[src/rtl/tap_pkg.sv]
package tap_pkg;

   typedef enum logic [3:0] {
      ST_TLR, ST_IDLE,
      ST_SEL_DR, ST_CAP_DR, ST_SH_DR, ST_EX1_DR, ST_PAU_DR, ST_EX2_DR, ST_UPD_DR,
      ST_SEL_IR, ST_CAP_IR, ST_SH_IR, ST_EX1_IR, ST_PAU_IR, ST_EX2_IR, ST_UPD_IR
   } tap_state_e;

   typedef enum logic [1:0] {
      DSEL_BYP = 2'd0,
      DSEL_DBG = 2'd1,
      DSEL_PRG = 2'd2
   } dsel_e;

   function automatic tap_state_e tap_next(input tap_state_e s, input logic m);
      tap_state_e n;
      case (s)
         ST_TLR:    n = m ? ST_TLR    : ST_IDLE;
         ST_IDLE:   n = m ? ST_SEL_DR : ST_IDLE;
         ST_SEL_DR: n = m ? ST_SEL_IR : ST_CAP_DR;
         ST_CAP_DR: n = m ? ST_EX1_DR : ST_SH_DR;
         ST_SH_DR:  n = m ? ST_EX1_DR : ST_SH_DR;
         ST_EX1_DR: n = m ? ST_UPD_DR : ST_PAU_DR;
         ST_PAU_DR: n = m ? ST_EX2_DR : ST_PAU_DR;
         ST_EX2_DR: n = m ? ST_UPD_DR : ST_SH_DR;
         ST_UPD_DR: n = m ? ST_SEL_DR : ST_IDLE;
         ST_SEL_IR: n = m ? ST_TLR    : ST_CAP_IR;
         ST_CAP_IR: n = m ? ST_EX1_IR : ST_SH_IR;
         ST_SH_IR:  n = m ? ST_EX1_IR : ST_SH_IR;
         ST_EX1_IR: n = m ? ST_UPD_IR : ST_PAU_IR;
         ST_PAU_IR: n = m ? ST_EX2_IR : ST_PAU_IR;
         ST_EX2_IR: n = m ? ST_UPD_IR : ST_SH_IR;
         ST_UPD_IR: n = m ? ST_SEL_DR : ST_IDLE;
         default:   n = ST_TLR;
      endcase
      return n;
   endfunction

endpackage

[src/rtl/tap_fsm.sv]
module tap_fsm
   import tap_pkg::*;
(
   input  logic       tck,
   input  logic       trst_n,
   input  logic       tms,
   output tap_state_e state
);

   always_ff @(posedge tck or negedge trst_n) begin
      if (!trst_n) state <= ST_TLR;
      else         state <= tap_next(state, tms);
   end

endmodule

[src/rtl/tap_ir.sv]
module tap_ir
   import tap_pkg::*;
#(
   parameter int               IR_W      = 3,
   parameter logic [IR_W-1:0]  CODE_DBG  = 'b010,
   parameter logic [IR_W-1:0]  CODE_PRG  = 'b100,
   parameter logic [IR_W-1:0]  CODE_NOP0 = 'b000,
   parameter logic [IR_W-1:0]  CODE_NOP1 = 'b001,
   parameter logic [IR_W-1:0]  CODE_RSVD = 'b110
)(
   input  logic       tck,
   input  logic       trst_n,
   input  logic       tdi,
   input  tap_state_e state,
   output logic       ir_so,
   output dsel_e      dsel
);

   localparam logic [IR_W-1:0] CAPTURE_PAT = IR_W'(1);
   localparam logic [IR_W-1:0] CODE_BYP    = '1;

   logic [IR_W-1:0] ir_shift;
   logic [IR_W-1:0] ir_q;
   dsel_e           held_q;

   generate
      if (IR_W < 2) begin : g_bad_ir_w
         $error("tap_ir: IR_W must be at least 2");
      end
   endgenerate

   function automatic logic is_keep(input logic [IR_W-1:0] c);
      return (c == CODE_NOP0) || (c == CODE_NOP1) || (c == CODE_RSVD);
   endfunction

   // shift stage: capture and shift on rising tck
   generate
      if (IR_W == 2) begin : g_sh2
         always_ff @(posedge tck or negedge trst_n) begin
            if (!trst_n)                ir_shift <= CAPTURE_PAT;
            else if (state == ST_CAP_IR) ir_shift <= CAPTURE_PAT;
            else if (state == ST_SH_IR)  ir_shift <= {tdi, ir_shift[1]};
         end
      end else begin : g_shn
         always_ff @(posedge tck or negedge trst_n) begin
            if (!trst_n)                ir_shift <= CAPTURE_PAT;
            else if (state == ST_CAP_IR) ir_shift <= CAPTURE_PAT;
            else if (state == ST_SH_IR)  ir_shift <= {tdi, ir_shift[IR_W-1:1]};
         end
      end
   endgenerate

   // instruction latch on falling tck
   always_ff @(negedge tck or negedge trst_n) begin
      if (!trst_n) begin
         ir_q   <= CODE_BYP;
         held_q <= DSEL_BYP;
      end else if (state == ST_TLR) begin
         ir_q   <= CODE_BYP;
         held_q <= DSEL_BYP;
      end else if (state == ST_UPD_IR) begin
         ir_q   <= ir_shift;
         held_q <= dsel;
      end
   end

   always_comb begin
      if (is_keep(ir_q))         dsel = held_q;
      else if (ir_q == CODE_DBG) dsel = DSEL_DBG;
      else if (ir_q == CODE_PRG) dsel = DSEL_PRG;
      else                       dsel = DSEL_BYP;
   end

   assign ir_so = ir_shift[0];

endmodule

[src/rtl/tap_dreg.sv]
module tap_dreg
   import tap_pkg::*;
#(
   parameter int W = 10
)(
   input  logic         tck,
   input  logic         trst_n,
   input  logic         sel,
   input  logic         tdi,
   input  tap_state_e   state,
   input  logic [W-1:0] par_in,
   output logic [W-1:0] par_out,
   output logic         so
);

   logic [W-1:0] sr;
   logic [W-1:0] snap;

   generate
      if (W < 1) begin : g_bad_w
         $error("tap_dreg: W must be at least 1");
      end
   endgenerate

   // rising edge: shift, or take the word sampled at the last update
   generate
      if (W == 1) begin : g_one
         always_ff @(posedge tck or negedge trst_n) begin
            if (!trst_n)                          sr <= '0;
            else if (sel && state == ST_SH_DR)    sr <= tdi;
            else if (sel && state == ST_UPD_DR)   sr <= snap;
         end
      end else begin : g_wide
         always_ff @(posedge tck or negedge trst_n) begin
            if (!trst_n)                          sr <= '0;
            else if (sel && state == ST_SH_DR)    sr <= {tdi, sr[W-1:1]};
            else if (sel && state == ST_UPD_DR)   sr <= snap;
         end
      end
   endgenerate

   // falling edge in update: commit shifted word, sample parallel input
   always_ff @(negedge tck or negedge trst_n) begin
      if (!trst_n) begin
         par_out <= '0;
         snap    <= '0;
      end else if (sel && state == ST_UPD_DR) begin
         par_out <= sr;
         snap    <= par_in;
      end
   end

   assign so = sr[0];

endmodule

[src/rtl/jtag_tap_port.sv]
module jtag_tap_port
   import tap_pkg::*;
#(
   parameter int               IR_W      = 3,
   parameter int               DBG_W     = 10,
   parameter int               PRG_W     = 3,
   parameter logic [IR_W-1:0]  CODE_DBG  = 'b010,
   parameter logic [IR_W-1:0]  CODE_PRG  = 'b100,
   parameter logic [IR_W-1:0]  CODE_NOP0 = 'b000,
   parameter logic [IR_W-1:0]  CODE_NOP1 = 'b001,
   parameter logic [IR_W-1:0]  CODE_RSVD = 'b110
)(
   input  logic             tck,
   input  logic             trst_n,
   input  logic             tms,
   input  logic             tdi,
   output logic             tdo,
   output logic             tdo_oe,
   input  logic [DBG_W-1:0] dbg_par_in,
   output logic [DBG_W-1:0] dbg_par_out,
   input  logic [PRG_W-1:0] prg_par_in,
   output logic [PRG_W-1:0] prg_par_out
);

   localparam logic [IR_W-1:0] CODE_BYP = '1;

   generate
      if (CODE_DBG == CODE_PRG || CODE_DBG == CODE_BYP || CODE_PRG == CODE_BYP) begin : g_bad_codes
         $error("jtag_tap_port: function codes must be distinct from each other and from all-ones");
      end
      if (DBG_W < 1 || PRG_W < 1) begin : g_bad_widths
         $error("jtag_tap_port: data register widths must be at least 1");
      end
   endgenerate

   tap_state_e state_q;
   dsel_e      dsel;
   logic       ir_so;
   logic       dbg_so;
   logic       prg_so;
   logic       byp_q;
   logic       dr_so;
   logic       tdo_q;
   logic       oe_q;

   tap_fsm u_fsm (
      .tck    (tck),
      .trst_n (trst_n),
      .tms    (tms),
      .state  (state_q)
   );

   tap_ir #(
      .IR_W      (IR_W),
      .CODE_DBG  (CODE_DBG),
      .CODE_PRG  (CODE_PRG),
      .CODE_NOP0 (CODE_NOP0),
      .CODE_NOP1 (CODE_NOP1),
      .CODE_RSVD (CODE_RSVD)
   ) u_ir (
      .tck    (tck),
      .trst_n (trst_n),
      .tdi    (tdi),
      .state  (state_q),
      .ir_so  (ir_so),
      .dsel   (dsel)
   );

   tap_dreg #(.W(DBG_W)) u_dbg (
      .tck     (tck),
      .trst_n  (trst_n),
      .sel     (dsel == DSEL_DBG),
      .tdi     (tdi),
      .state   (state_q),
      .par_in  (dbg_par_in),
      .par_out (dbg_par_out),
      .so      (dbg_so)
   );

   tap_dreg #(.W(PRG_W)) u_prg (
      .tck     (tck),
      .trst_n  (trst_n),
      .sel     (dsel == DSEL_PRG),
      .tdi     (tdi),
      .state   (state_q),
      .par_in  (prg_par_in),
      .par_out (prg_par_out),
      .so      (prg_so)
   );

   // single bypass cell
   always_ff @(posedge tck or negedge trst_n) begin
      if (!trst_n)                byp_q <= 1'b0;
      else if (dsel == DSEL_BYP) begin
         if (state_q == ST_CAP_DR)     byp_q <= 1'b0;
         else if (state_q == ST_SH_DR) byp_q <= tdi;
      end
   end

   always_comb begin
      case (dsel)
         DSEL_DBG: dr_so = dbg_so;
         DSEL_PRG: dr_so = prg_so;
         default:  dr_so = byp_q;
      endcase
   end

   // output stage retimed to falling tck
   always_ff @(negedge tck or negedge trst_n) begin
      if (!trst_n) begin
         tdo_q <= 1'b0;
         oe_q  <= 1'b0;
      end else begin
         oe_q  <= (state_q == ST_SH_IR) || (state_q == ST_SH_DR);
         tdo_q <= (state_q == ST_SH_IR) ? ir_so : dr_so;
      end
   end

   assign tdo    = tdo_q;
   assign tdo_oe = oe_q;

endmodule

[config.mk]
export PLATFORM = sky130hd
export DESIGN_NAME = jtag_tap_port
export DESIGN_NICKNAME = d
export VERILOG_FILES = /design/src/rtl/tap_pkg.sv /design/src/rtl/tap_fsm.sv /design/src/rtl/tap_ir.sv /design/src/rtl/tap_dreg.sv /design/src/rtl/jtag_tap_port.sv
export SDC_FILE = /design/constraint.sdc
export NUM_CORES = 1
export LEC_CHECK = 0
export BUFFER_PORTS_ARGS = -buffer_cell sky130_fd_sc_hd__buf_2
export CORE_MARGIN = 5
export CORE_UTILIZATION = 55
export DETAILED_ROUTE_END_ITERATION = 6
export HOLD_SLACK_MARGIN = 0.1
export PLACE_DENSITY_LB_ADDON = 0.12
export SYNTH_ARGS = -nofsm -noshare
export SYNTH_HDL_FRONTEND = slang
export SYNTH_HIERARCHICAL = 1
export SYNTH_SLANG_ARGS = --single-unit
[constraint.sdc]
create_clock -name tck -period 4.8 [get_ports tck]
set_input_delay 0 -clock tck [delete_from_list [all_inputs] [get_ports tck]]
set_output_delay 0 -clock tck [all_outputs]
set_load 0.01 [all_outputs]
# ---- Word level (Yosys, flattened, before mapping)
# Index checks and enable logic that the tools add are counted.
dict set report word_totals {
  regBits 54
  elab_cells 83
  input_bits 17
}
dict set report classes {
  reduce_logical 19
  muxes 30
  n_eq_ne 21
}
# cell n
set ops {}
lappend ops {{case mux 4 bit (12 select lines)} 1}
lappend ops {{== test 4 bit, second input constant} 8}
lappend ops {{2-to-1 mux 3 bit} 8}
lappend ops {{2-to-1 mux 10 bit} 2}
lappend ops {{== test 4 x 3 -> 1 bit, second input constant} 4}
lappend ops {{2-to-1 mux 2 bit} 8}
lappend ops {{2-to-1 mux 4 bit} 4}
lappend ops {{nonzero test 2 bit} 5}
lappend ops {{== test 4 x 2 -> 1 bit, second input constant} 2}
lappend ops {{== test 3 bit, second input constant} 2}
lappend ops {{2-to-1 mux 1 bit} 6}
lappend ops {{== test 4 x 1 -> 1 bit, second input constant} 1}
lappend ops {{logical AND 1 bit} 4}
lappend ops {{logical NOT 4 bit} 1}
lappend ops {{OR reduction 2 bit} 2}
lappend ops {{== test 3 x 1 -> 1 bit, second input constant} 1}
lappend ops {{== test 3 x 2 -> 1 bit, second input constant} 1}
lappend ops {{logical NOT 3 bit} 1}
lappend ops {{logical OR 1 bit} 3}
lappend ops {{OR reduction 3 bit} 1}
lappend ops {{== test 2 x 1 -> 1 bit, second input constant} 1}
lappend ops {{== test 2 bit, second input constant} 1}
lappend ops {{logical NOT 2 bit} 1}
lappend ops {{case mux 1 bit (2 select lines)} 1}
lappend ops {{AND reduction 2 bit} 1}

# ---- Logic depth before layout (Yosys ltp)
# Gate-level depths: netlist (run 1).
dict set report depth {
  depth_word 8
  ltp_mapped 11
}

# ---- Hierarchy
# The synthesis (run 1) kept the hierarchy.
# module instances seq_area_each_um2 area_per_inst_um2 cells_each
set modules_own_cells {}
lappend modules_own_cells {{tap_dreg at u_dbg} 1 750.7 1318.8 97}
lappend modules_own_cells {{tap_dreg at u_prg} 1 225.2 436.7 36}
lappend modules_own_cells {tap_ir 1 205.2 386.6 39}
lappend modules_own_cells {tap_fsm 1 100.1 314.1 37}
lappend modules_own_cells {jtag_tap_port 1 75.1 217.7 21}

==> summary.md, run 1 <==
| Metric | Value |
|---|---|
| Compound-Gate Fraction of Synth Area | 0.150 |
| Worst Path Required | 4.98 ns |
| Setup TNS | 0 ns |
| CP most frequent cell | inv_1 |
| Area occupied by multi-input gates | 1210 um^2 |
| CTS max path bufs | 2 |
| Worst-path maximum fanout | 3 |
| Crit Path Category | reg -> reg |
| Clock buffer count from CTS | 5 |
| Total Power | 0.00172 W |
| Sequence of cells on the critical path | inv_1, a32oi_2, inv_1, inv_1, ha_2, or3b_4, or3_2, o21ai_0, a21oi_1 |
| Reg area | 1360 um^2 |
| Synth Cell Area | 2670 um^2 |
| Leak | 1.59 nW |
| Synth async-reset ratio | 1.00 |
| Aggregate routed wire length | 5.17 mm |
| DP Area | 2900 um^2 |
| Layout cells sized above 1 | 0.376 |
| Post-route setup slack | 0.108 ns |
| Pre-CTS WS | 0.109 ns |
| Fin. max-slew vios | 0 |
| Slowest-stage cell, CP | dfstp_2 |
| Worst path max stage delay | 0.51 ns |
| Min-delay worst type | in -> async |
| NumNets Final | 306 |
| Filler cells | 374 |
| Yosys top cell area share | 0.281 |
| Post-Synth Adder-Cell Area | 0.0140 |
| GPL Wtd Cong | 0.705 |
| Top FF cell, synth | dfrtn_1 |
| Via density | 5.51 |
| First-pass GRT wire length | 8.69 mm |
| Mapped Avg Cell Area | 11.6 um^2 |
| Max_cap viols | 0 |
| 1st-iter DRT viols | 157 |
| HPWL Detailed | 3.40 mm |
| Vias in the first global route | 1816 |
| Synth top cells by count | dfrtn_1, o22ai_1, dfrtp_1 |
| CTS Sinks | 54 |
| Largest family of logic cells by synthesized area | multiplexers |
| Sequential-to-total area share from yosys stat | 0.507 |
| Initial Utilization | 0.566 |
| Distinct cells, synth | 51 |
| IO Pins | 32 |
| CTS tree | done |
| Worst-Skew Late Latency | 0.36 ns |
| CORE AREA | 4720 um^2 |
| Number of detailed-route iterations in the first pass | 4 |
| Final hold vios | 0 |
| XOR/XNOR Fraction of Synth Area | 0 |
| Synth-to-Final Area Change | 18.0% |
| Grt ovf | 0 |
| Syn Inst Count | 230 |
| Top post-synthesis cells by area | dfrtn_1, dfrtp_1, mux2_4 |
| Routed Antenna Nets | 0 |
| Synth Area in Simple Gates | 0.122 |
| Drt drc | 0 |
| Most common cell in the netlist | dfrtn_1 |
| GRT Util Overall | 0.175 |
| #FFs+latches synth | 54 |
| Die width | 79.7 um |
| Number of synthesized flops with an enable pin | 0 |
| Data arrival, critical path | 4.87 ns |
| CP startpoint kind | register |
| Clk root buf | clkbuf_8 |
| Clk slew on worst S/H paths | 0.09 ns |
| CP Capture Type | register |
| Power Density | 547 nW/um^2 |
| Num rows | 25 |
| Synth warn | 6 |
| Post-route cell area | 3150 um^2 |
| Cell taking the most area after synthesis | dfrtn_1 |
| H-tree depth | 2 |
| Post-synthesis mux area share | 0.156 |
| Chip height | 79.7 um |
| Unrepaired setup endpoints after global routing | false |
| Status | finished clean |
| Final setup vio count | 0 |
| Largest net degree at the start of global routing | 46 |
| Maximum vdd ir drop | 0.249 mV |
| Wire length per cell | 14.6 um |
| Port bufs | 31 |
| N_diodes | 0 |
| DR vias | 1949 |
| Setup Skew | 0.0578 ns |
| Tightest Pin Transition | 0.971 ns |
| Syn_nets | 250 |
| Die Area | 6360 um^2 |
| Initial antenna violation count | 0 |
| Slew margin rel. | 0.353 |
## final timing paths
kind / start / end / slack, ns / cells after the start
min in group tck: u_dbg/snap[9] / u_dbg/snap[9] / 0.45 / 1
max in group asynchronous: trst_n / u_dbg/snap[3] / 1.51 / 2
worst max-delay path: u_ir/ir_q[0] / u_prg/sr[2] / 0.11 / 9
worst min-delay path: trst_n / u_dbg/sr[5] / 0.39 / 2
worst max register to register: u_ir/ir_q[0] / u_prg/sr[2] / 0.11 / 9
worst min register to register: u_dbg/snap[9] / u_dbg/snap[9] / 0.45 / 1
## metrics by stage
step,hold WS [ns],util,instances
global route,0.471,0.668,354
detailed placement,0.220,0.614,328
CTS,0.417,0.640,341
floorplan,-0.296,-,230
global placement,0.214,0.614,328
finish,0.385,0.668,354
## state kept, by name, indices dropped and copies added (netlist names), 3 cells and up
register and cells:
u_dbg/par_out 10, u_dbg/snap 10, u_ir/ir_q 3, u_dbg/sr 10
u_prg/sr 3, u_ir/ir_shift 3, u_fsm/state 4, u_prg/par_out 3
u_prg/snap 3
## placed cells by master, fill, tap and decap left out, types with 2 or more instances in the layout
cell type	count
nand3_1	3
inv_1	14
dfrtn_1	30
a2bb2oi_1	2
o22ai_1	23
dfrtp_1	20
o21ai_0	8
ha_1	2
nor3b_1	2
dfstp_2	4
mux2i_1	3
nor2_1	9
and2b_2	2
nand3b_1	2
a21oi_1	18
nor2b_1	2
nand2b_1	3
buf_6	2
buf_4	21
mux2_4	19
a32oi_2	2
nor3_1	3
dlygate4sd3_1	3
a31oi_1	2
o21ai_1	2
buf_2	31
clkbuf_8	5
mux2_2	8
nand2_1	15
## final cells by class
type | instances | area share
flip-flops and latches | 54 | 0.430
inverters | 12 | 0.0143
repair buffers | 57 | 0.116
clock buffers | 6 | 0.0230
well taps | 67 | 0.0266
multi-input cells | 153 | 0.383
clock inverters | 5 | 0.00754
## per-layer routing
layer,share of wire,up-vias,track usage
met2,0.45,47,0.258
li1,-,953,-
met5,0,-,0
met3,0.045,8,0.0361
met4,0.017,0,0.0773
met1,0.49,941,0.247
## critical path: cells and delay by family, from the launching register on
kind / cells / cell delay (ns)
compound gates: 3 / 0.41
fa+ha+maj: 1 / 0.18
buf+inv: 3 / 0.22
flops: 1 / 0.51
simple gates: 2 / 0.78
## what timing repair did
action	4_1_cts	5_1_grt
buffers inserted	0	13
resized for setup	0	8
endpoints found under the setup margin	0	12
endpoints found under the hold margin	15	0
hold buffers	3	0
## kinds of logic (layout without fill, tap and decap cells)
| group | Yosys count | in the layout |
|---|---|---|
| AOI/OAI and AO/OA | 65 | 65 |
| DFF | 54 | 54 |
| and+or+nand+nor | 54 | 54 |
| muxes | 31 | 31 |
| buffers and inverters | 23 | 80 |
| adders and majority gates | 3 | 3 |
## where the power goes
| group | internal (W) | total (W) | switching (W) |
|---|---|---|---|
| clock network | 0.000105 | 0.000255 | 0.000150 |
| registers | 0.000641 | 0.000763 | 0.000122 |
| logic | 0.000343 | 0.000706 | 0.000363 |
| total | 0.00109 | 0.00172 | 0.000634 |
Note: power is estimated with default switching activity, not from simulation.
==> run 2, diff against run 1 <==
Settings changed: GPL_TIMING_DRIVEN from default to 0.
==> run 2 against run 1 <==
  * Global-route usage is 0.90 points lower
  * Largest power group unchanged
  * Die area unchanged
  * Critical path depth did not move
  * Clock skew hardly changed
  * Wire length fell by 6.2%
  * Core utilization is 0.26 points lower
  * Highest routed layer unchanged
  * Cell count fell by 1.7%
  * Critical endpoint unchanged
  * Critical path type unchanged
  * Register-to-register slack lost 0.04 ns
  * Combinational power is 11% lower
==> summary.md, run 2 (synthesized netlist as in run 1, its figures left out) <==
| Metric | Value |
|---|---|
| Status | finished clean |
| DRT met1 WL | 2.41 mm |
| Power Density | 547 nW/um^2 |
| Clock buffer count from CTS | 5 |
| Data arrival, critical path | 4.88 ns |
| Power Internal | 0.00109 W |
| Crit Path Category | reg -> reg |
| 1st-iter DRT viols | 106 |
| Combinational power share | 0.366 |
| CP startpoint kind | register |
| Cell count after placement | 328 |
| Layout cells sized above 1 | 0.374 |
| CTS tree | done |
| GRT Util Overall | 0.166 |
| CP Capture Type | register |
| Wire length per cell | 13.9 um |
| Filler cells | 368 |
| R2r setup slk | 0.07 ns |
| Die width | 79.7 um |
| Initial antenna violation count | 0 |
| DR WL met3 | 179 um |
| IO Pins | 32 |
| Setup TNS | 0 ns |
| CORE AREA | 4720 um^2 |
| Setup Skew | 0.0575 ns |
| Synth-to-Final Area Change | 17.5% |
| Tightest Pin Transition | 1.15 ns |
| Worst-Skew Late Latency | 0.35 ns |
| Die Area | 6360 um^2 |
| Post-route setup slack | 0.0720 ns |
| Worst-path maximum fanout | 4 |
| Biggest registers after layout | u_dbg/par_out: 10 flops, u_dbg/snap: 10 flops, u_dbg/sr: 10 flops |
| Leading cell types in the layout, fill and taps excluded | buf_2, dfrtn_1, dfrtp_1, o22ai_1, mux2_4 |
| Routed met2 length | 2.25 mm |
| Commonest non-fill, non-tap cell in the layout | buf_2 |
| Num rows | 25 |
| Clock power frac | 0.142 |
| Initial Utilization | 0.566 |
| Worst Path Required | 4.95 ns |
| Total Power | 0.00172 W |
| Final hold vios | 0 |
| Routed Antenna Nets | 0 |
| First-pass GRT wire length | 8.48 mm |
| Max_cap viols | 0 |
| Grt ovf | 0 |
| CTS max path bufs | 2 |
| Unrepaired setup endpoints after global routing | true |
| Finished Layout Cells | 348 |
| DR vias | 1914 |
| Leak | 1.56 nW |
| Fin. max-slew vios | 0 |
| Via density | 5.50 |
| Chip height | 79.7 um |
| Slew margin rel. | 0.231 |
| Clk slew on worst S/H paths | 0.09 ns |
| Top Layer Used | met4 |
| Aggregate routed wire length | 4.85 mm |
| Vias in the first global route | 1822 |
| HPWL Detailed | 3.21 mm |
| Largest net degree at the start of global routing | 55 |
| H-tree depth | 2 |
| Min-delay worst type | reg -> reg |
| NumNets Final | 300 |
| Sw frac | 0.367 |
| GPL Wtd Cong | 0.725 |
| Port bufs | 31 |
| Hold_ws | 0.450 ns |
| CTS Sinks | 54 |
| Number of detailed-route iterations in the first pass | 4 |
| Sw Pwr | 0.000631 W |
| Clk root buf | clkbuf_8 |
| Pre-CTS WS | -0.0235 ns |
| Drt drc | 0 |
| N_diodes | 0 |
| Maximum vdd ir drop | 0.325 mV |
| Share of power burned in registers | 0.493 |
| Final setup vio count | 0 |
run 2: cell types whose count changed in the layout (fill, tap and decap cells not counted), moves of 2 or more:
| cell | before | now |
|---|---|---|
| inv_1 | 14 | 12 |
| o22ai_1 | 23 | 20 |
| inv_2 | 0 | 2 |
| buf_4 | 21 | 10 |
| clkinv_1 | 1 | 3 |
| o22ai_2 | 1 | 4 |
run 2: final cells by class:
type	instances	area, um^2	share of cell area
Inverter	12	45.0	0.0143
Tap cell	67	83.8	0.0267
Buffer	9	78.8	0.0251
Clock inverter	6	26.3	0.00836
Clock buffer	5	68.8	0.0219
Timing Repair Buffer	42	245	0.0781
Sequential cell	54	1360	0.432
Multi-Input combinational cell	153	1240	0.394
run 2: final timing paths:
kind                             startpoint                to  cells after the start
min in group asynchronous            trst_n       u_prg/sr[1]                      2
hold reg to reg            u_dbg/par_out[7]  u_dbg/par_out[7]                      1
hold / removal             u_dbg/par_out[7]  u_dbg/par_out[7]                      1
setup reg to reg               u_ir/ir_q[2]       u_prg/sr[2]                      9
max in group asynchronous            trst_n            tdo_oe                      2
setup / recovery               u_ir/ir_q[2]       u_prg/sr[2]                      9
run 2: per-layer routing:
metal  global-route usage  up-vias
li1                     -      943
met1                0.231      943
met2                0.261       26
met3               0.0361        2
met4               0.0430        0
met5                    0        -
run 2: through the flow:
step | area (um^2) | util
floorplan | 2670 | -
global placement | 2910 | 0.617
detailed placement | 2910 | 0.617
CTS | 3080 | 0.653
global route | 3140 | 0.665
finish | 3140 | 0.665
run 2: worst max-delay path, cell delays in order (launching register included):
cell,delay [ns]
dfstp_2,0.55
nand2b_1,0.07
a32oi_2,0.23
inv_1,0.09
inv_2,0.08
ha_4,0.13
or3b_4,0.38
or3_4,0.37
o22ai_2,0.17
a21oi_1,0.06
run 2: what timing repair did:
item / in CTS / in global routing
pin swaps: 1 / 4
endpoints found under the setup margin: 5 / 12
hold buffers: 3 / 0
gates resized for setup: 3 / 11
buffers inserted: 5 / 3
endpoints found under the hold margin: 25 / 0
run 2: power groups by stage:
stage,clock network [W],logic (W),registers [W]
3_3_place_gp,0.00000520,0.000582,0.000841
2_1_floorplan,0.00000520,0.000479,0.000798
3_5_place_dp,0.00000520,0.000598,0.000844
4_1_cts,0.000254,0.000613,0.000840
6_report,0.000244,0.000628,0.000846
5_1_grt,0.000280,0.000702,0.000880
==> run 3, diff against run 2 <==
Settings changed: ABC_AREA from default to 1.
==> run 3 against run 2 <==
  * Sequential share of layout area down 0.78 points
  * Synthesized cell count rose by 50%
  * Clock power up 7%
  * Clock skew hardly changed
  * Total power shrank 21%
  * Largest power group unchanged
  * Highest routed layer unchanged
  * Flip-flop and latch count unchanged
==> summary.md, run 3 <==
| Metric | Value |
|---|---|
| Die Area | 6660 um^2 |
| Status | finished clean |
| Sw Pwr | 0.000533 W |
| Setup Skew | 0.0575 ns |
| Maximum vdd ir drop | 0.309 mV |
| Synth Cell Area | 2820 um^2 |
| NumNets Final | 408 |
| Power Density | 424 nW/um^2 |
| Synth async-reset ratio | 1.00 |
| Synth top cells by count | nand2_1, nand3_1, inv_1 |
| Largest net degree at the start of global routing | 55 |
| Initial antenna violation count | 0 |
| Worst path max stage delay | 0.51 ns |
| Sequence of cells on the critical path | inv_1, nand3_1, nand2_1, nand2_1, nand2_1, inv_1, ha_1, nand2_2, nor2_4, nand2_2, buf_2, nand3_1, nand2_1 |
| CP most frequent cell | nand2_1 |
| Fin. max-slew vios | 0 |
| Combinational power share | 0.306 |
| CP Capture Type | register |
| Largest family of logic cells by synthesized area | simple AND/OR/NAND/NOR gates |
| Final setup vio count | 0 |
| Clk root buf | clkbuf_8 |
| Leading cell types in the layout, fill and taps excluded | nand2_1, nand3_1, inv_1 |
| CTS tree | done |
| Wire length per cell | 12.4 um |
| #FFs+latches synth | 54 |
| CTS Sinks | 54 |
| Aggregate routed wire length | 5.69 mm |
| RR Endpoint | u_dbg/sr[6] |
| Cells on worst reg2reg path | 13 |
| Setup Fix Bufs, Post-CTS | 0 |
| HPWL Detailed | 3.99 mm |
| Syn_nets | 365 |
| GRT Util Overall | 0.185 |
| R2r setup slk | 0.38 ns |
| Tightest Pin Transition | 0.709 ns |
| Reg2Reg Launch Point | u_ir/ir_q[0] |
| Setup TNS | 0 ns |
| IO Pins | 32 |
| N_diodes | 0 |
| Clk slew on worst S/H paths | 0.10 ns |
| Top post-synthesis cells by area | dfrtn_1, dfrtp_1, nand2_1 |
| Number of synthesized flops with an enable pin | 0 |
| Hold_ws | 0.147 ns |
| Synth-to-Final Area Change | 13.4% |
| Drt drc | 0 |
| Crit Path Category | reg -> reg |
| Vias in the first global route | 2126 |
| CORE AREA | 5040 um^2 |
| Worst-path maximum fanout | 10 |
| Die width | 81.6 um |
| GPL Wtd Cong | 0.870 |
| First-pass GRT wire length | 9.63 mm |
| CP startpoint kind | register |
| Routed Antenna Nets | 0 |
| Worst Path Required | 5.01 ns |
| Post-Synth Adder-Cell Area | 0.0133 |
| Filler cells | 450 |
| Commonest non-fill, non-tap cell in the layout | nand2_1 |
| Sequential-to-total area share from yosys stat | 0.481 |
| Chip height | 81.6 um |
| Layout cells sized above 1 | 0.234 |
| Min-delay worst type | in -> async |
| Worst-Skew Late Latency | 0.36 ns |
| Clock buffer count from CTS | 5 |
| Sw frac | 0.392 |
| Data arrival, critical path | 4.63 ns |
| Leak | 1.68 nW |
| Pre-CTS WS | 0.442 ns |
| Synth warn | 6 |
| Most common cell in the netlist | nand2_1 |
| Mapped Avg Cell Area | 8.17 um^2 |
| Grt ovf | 0 |
| DR vias | 2311 |
| Post-route setup slack | 0.376 ns |
| H-tree depth | 2 |
| Unrepaired setup endpoints after global routing | false |
| Number of detailed-route iterations in the first pass | 5 |
| Slowest-stage cell, CP | dfstp_2 |
| Compound-Gate Fraction of Synth Area | 0.0834 |
| Post-synthesis mux area share | 0 |
| Initial Utilization | 0.559 |
| CTS max path bufs | 2 |
| Slew margin rel. | 0.527 |
| Port bufs | 30 |
| XOR/XNOR Fraction of Synth Area | 0 |
| Clock power frac | 0.192 |
| Yosys top cell area share | 0.266 |
| Max_cap viols | 0 |
| Cell taking the most area after synthesis | dfrtn_1 |
| Top FF cell, synth | dfrtn_1 |
| Distinct cells, synth | 33 |
| Final hold vios | 0 |
| Share of power burned in registers | 0.502 |
| Biggest registers after layout | u_dbg/par_out: 10 flops, u_dbg/snap: 10 flops, u_dbg/sr: 10 flops |
| Via density | 5.03 |
| Power Internal | 0.000825 W |
| Syn Inst Count | 345 |
| Num rows | 26 |
| Synth Area in Simple Gates | 0.327 |
| 1st-iter DRT viols | 213 |
-- run 3: changes by cell type after synthesis, moves of 13 or more --
cell     change
inv_1       +31
mux2_4      -19
nand2_1     +62
nand3_1     +52
nor2_1      +14
o21ai_1     +13
o22ai_1     -22
-- run 3: cells by family after synthesis --
kind of cell	count (synthesis)
AND/OR/NAND/NOR	187
flip-flops	54
AO/OA/AOI/OAI	40
buffers and inverters	61
adder cells (fa/ha/maj)	3
-- run 3: layout make-up --
class | instances | area (um^2) | share of cell area
Sequential cell | 54 | 1360 | 0.424
Multi-Input combinational cell | 230 | 1200 | 0.374
Timing Repair Buffer | 34 | 200 | 0.0626
Inverter | 48 | 180 | 0.0563
Tap cell | 70 | 87.6 | 0.0274
Buffer | 12 | 83.8 | 0.0262
Clock buffer | 6 | 72.6 | 0.0227
Clock inverter | 5 | 22.5 | 0.00704
-- run 3: worst max-delay path by stage --
| stage | startpoint | end | slack, ns | cells after the start |
|---|---|---|---|---|
| after floorplan | u_ir/ir_q[2] | u_dbg/sr[0] | 0.64 | 13 |
| after global placement | u_ir/ir_q[1] | u_dbg/sr[6] | 0.49 | 13 |
| after detailed placement | u_ir/ir_q[0] | u_dbg/sr[7] | 0.44 | 13 |
| after CTS | u_ir/ir_q[1] | u_dbg/sr[2] | 0.38 | 13 |
| after global routing | u_ir/ir_q[0] | u_dbg/sr[6] | 0.16 | 13 |
| final | u_ir/ir_q[0] | u_dbg/sr[6] | 0.38 | 13 |
-- run 3: power by group through the flow --
stage / clock network [W] / registers (W) / logic (W)
final: 0.000261 / 0.000682 / 0.000415
after floorplan: 0.00000520 / 0.000668 / 0.000313
after CTS: 0.000265 / 0.000683 / 0.000411
after detailed placement: 0.00000520 / 0.000691 / 0.000407
after global placement: 0.00000520 / 0.000685 / 0.000397
after global routing: 0.000288 / 0.000697 / 0.000470
-- run 3: critical path, delay by kind of cell (launching register included) --
kind / cells / cell delay, ns
adders and majority gates: 1 / 0.24
buffers and inverters: 3 / 0.36
DFF: 1 / 0.51
and+or+nand+nor: 9 / 0.77
-- run 3: metrics by stage --
stage / std cells / utilization / total power, W / cell area, um^2
5_1_grt: 459 / 0.634 / 0.00146 / 3200
6_report: 459 / 0.634 / 0.00136 / 3200
3_3_place_gp: 445 / 0.606 / 0.00109 / 3060
4_1_cts: 458 / 0.631 / 0.00136 / 3180
2_1_floorplan: 345 / - / 0.000987 / 2820
3_5_place_dp: 445 / 0.606 / 0.00110 / 3060
-- run 3: metal layers --
layer  track usage  share of wire  vias up
met4        0.0581         0.0040        0
met3        0.0263          0.048        2
met5             0              0        -
li1              -              -     1185
met1         0.263           0.48     1068
met2         0.293           0.47       56
-- run 3: repair_timing --
item | in CTS | in global routing
hold endpoints to repair | 26 | 0
gates resized for setup | 0 | 0
hold buffers | 3 | 0
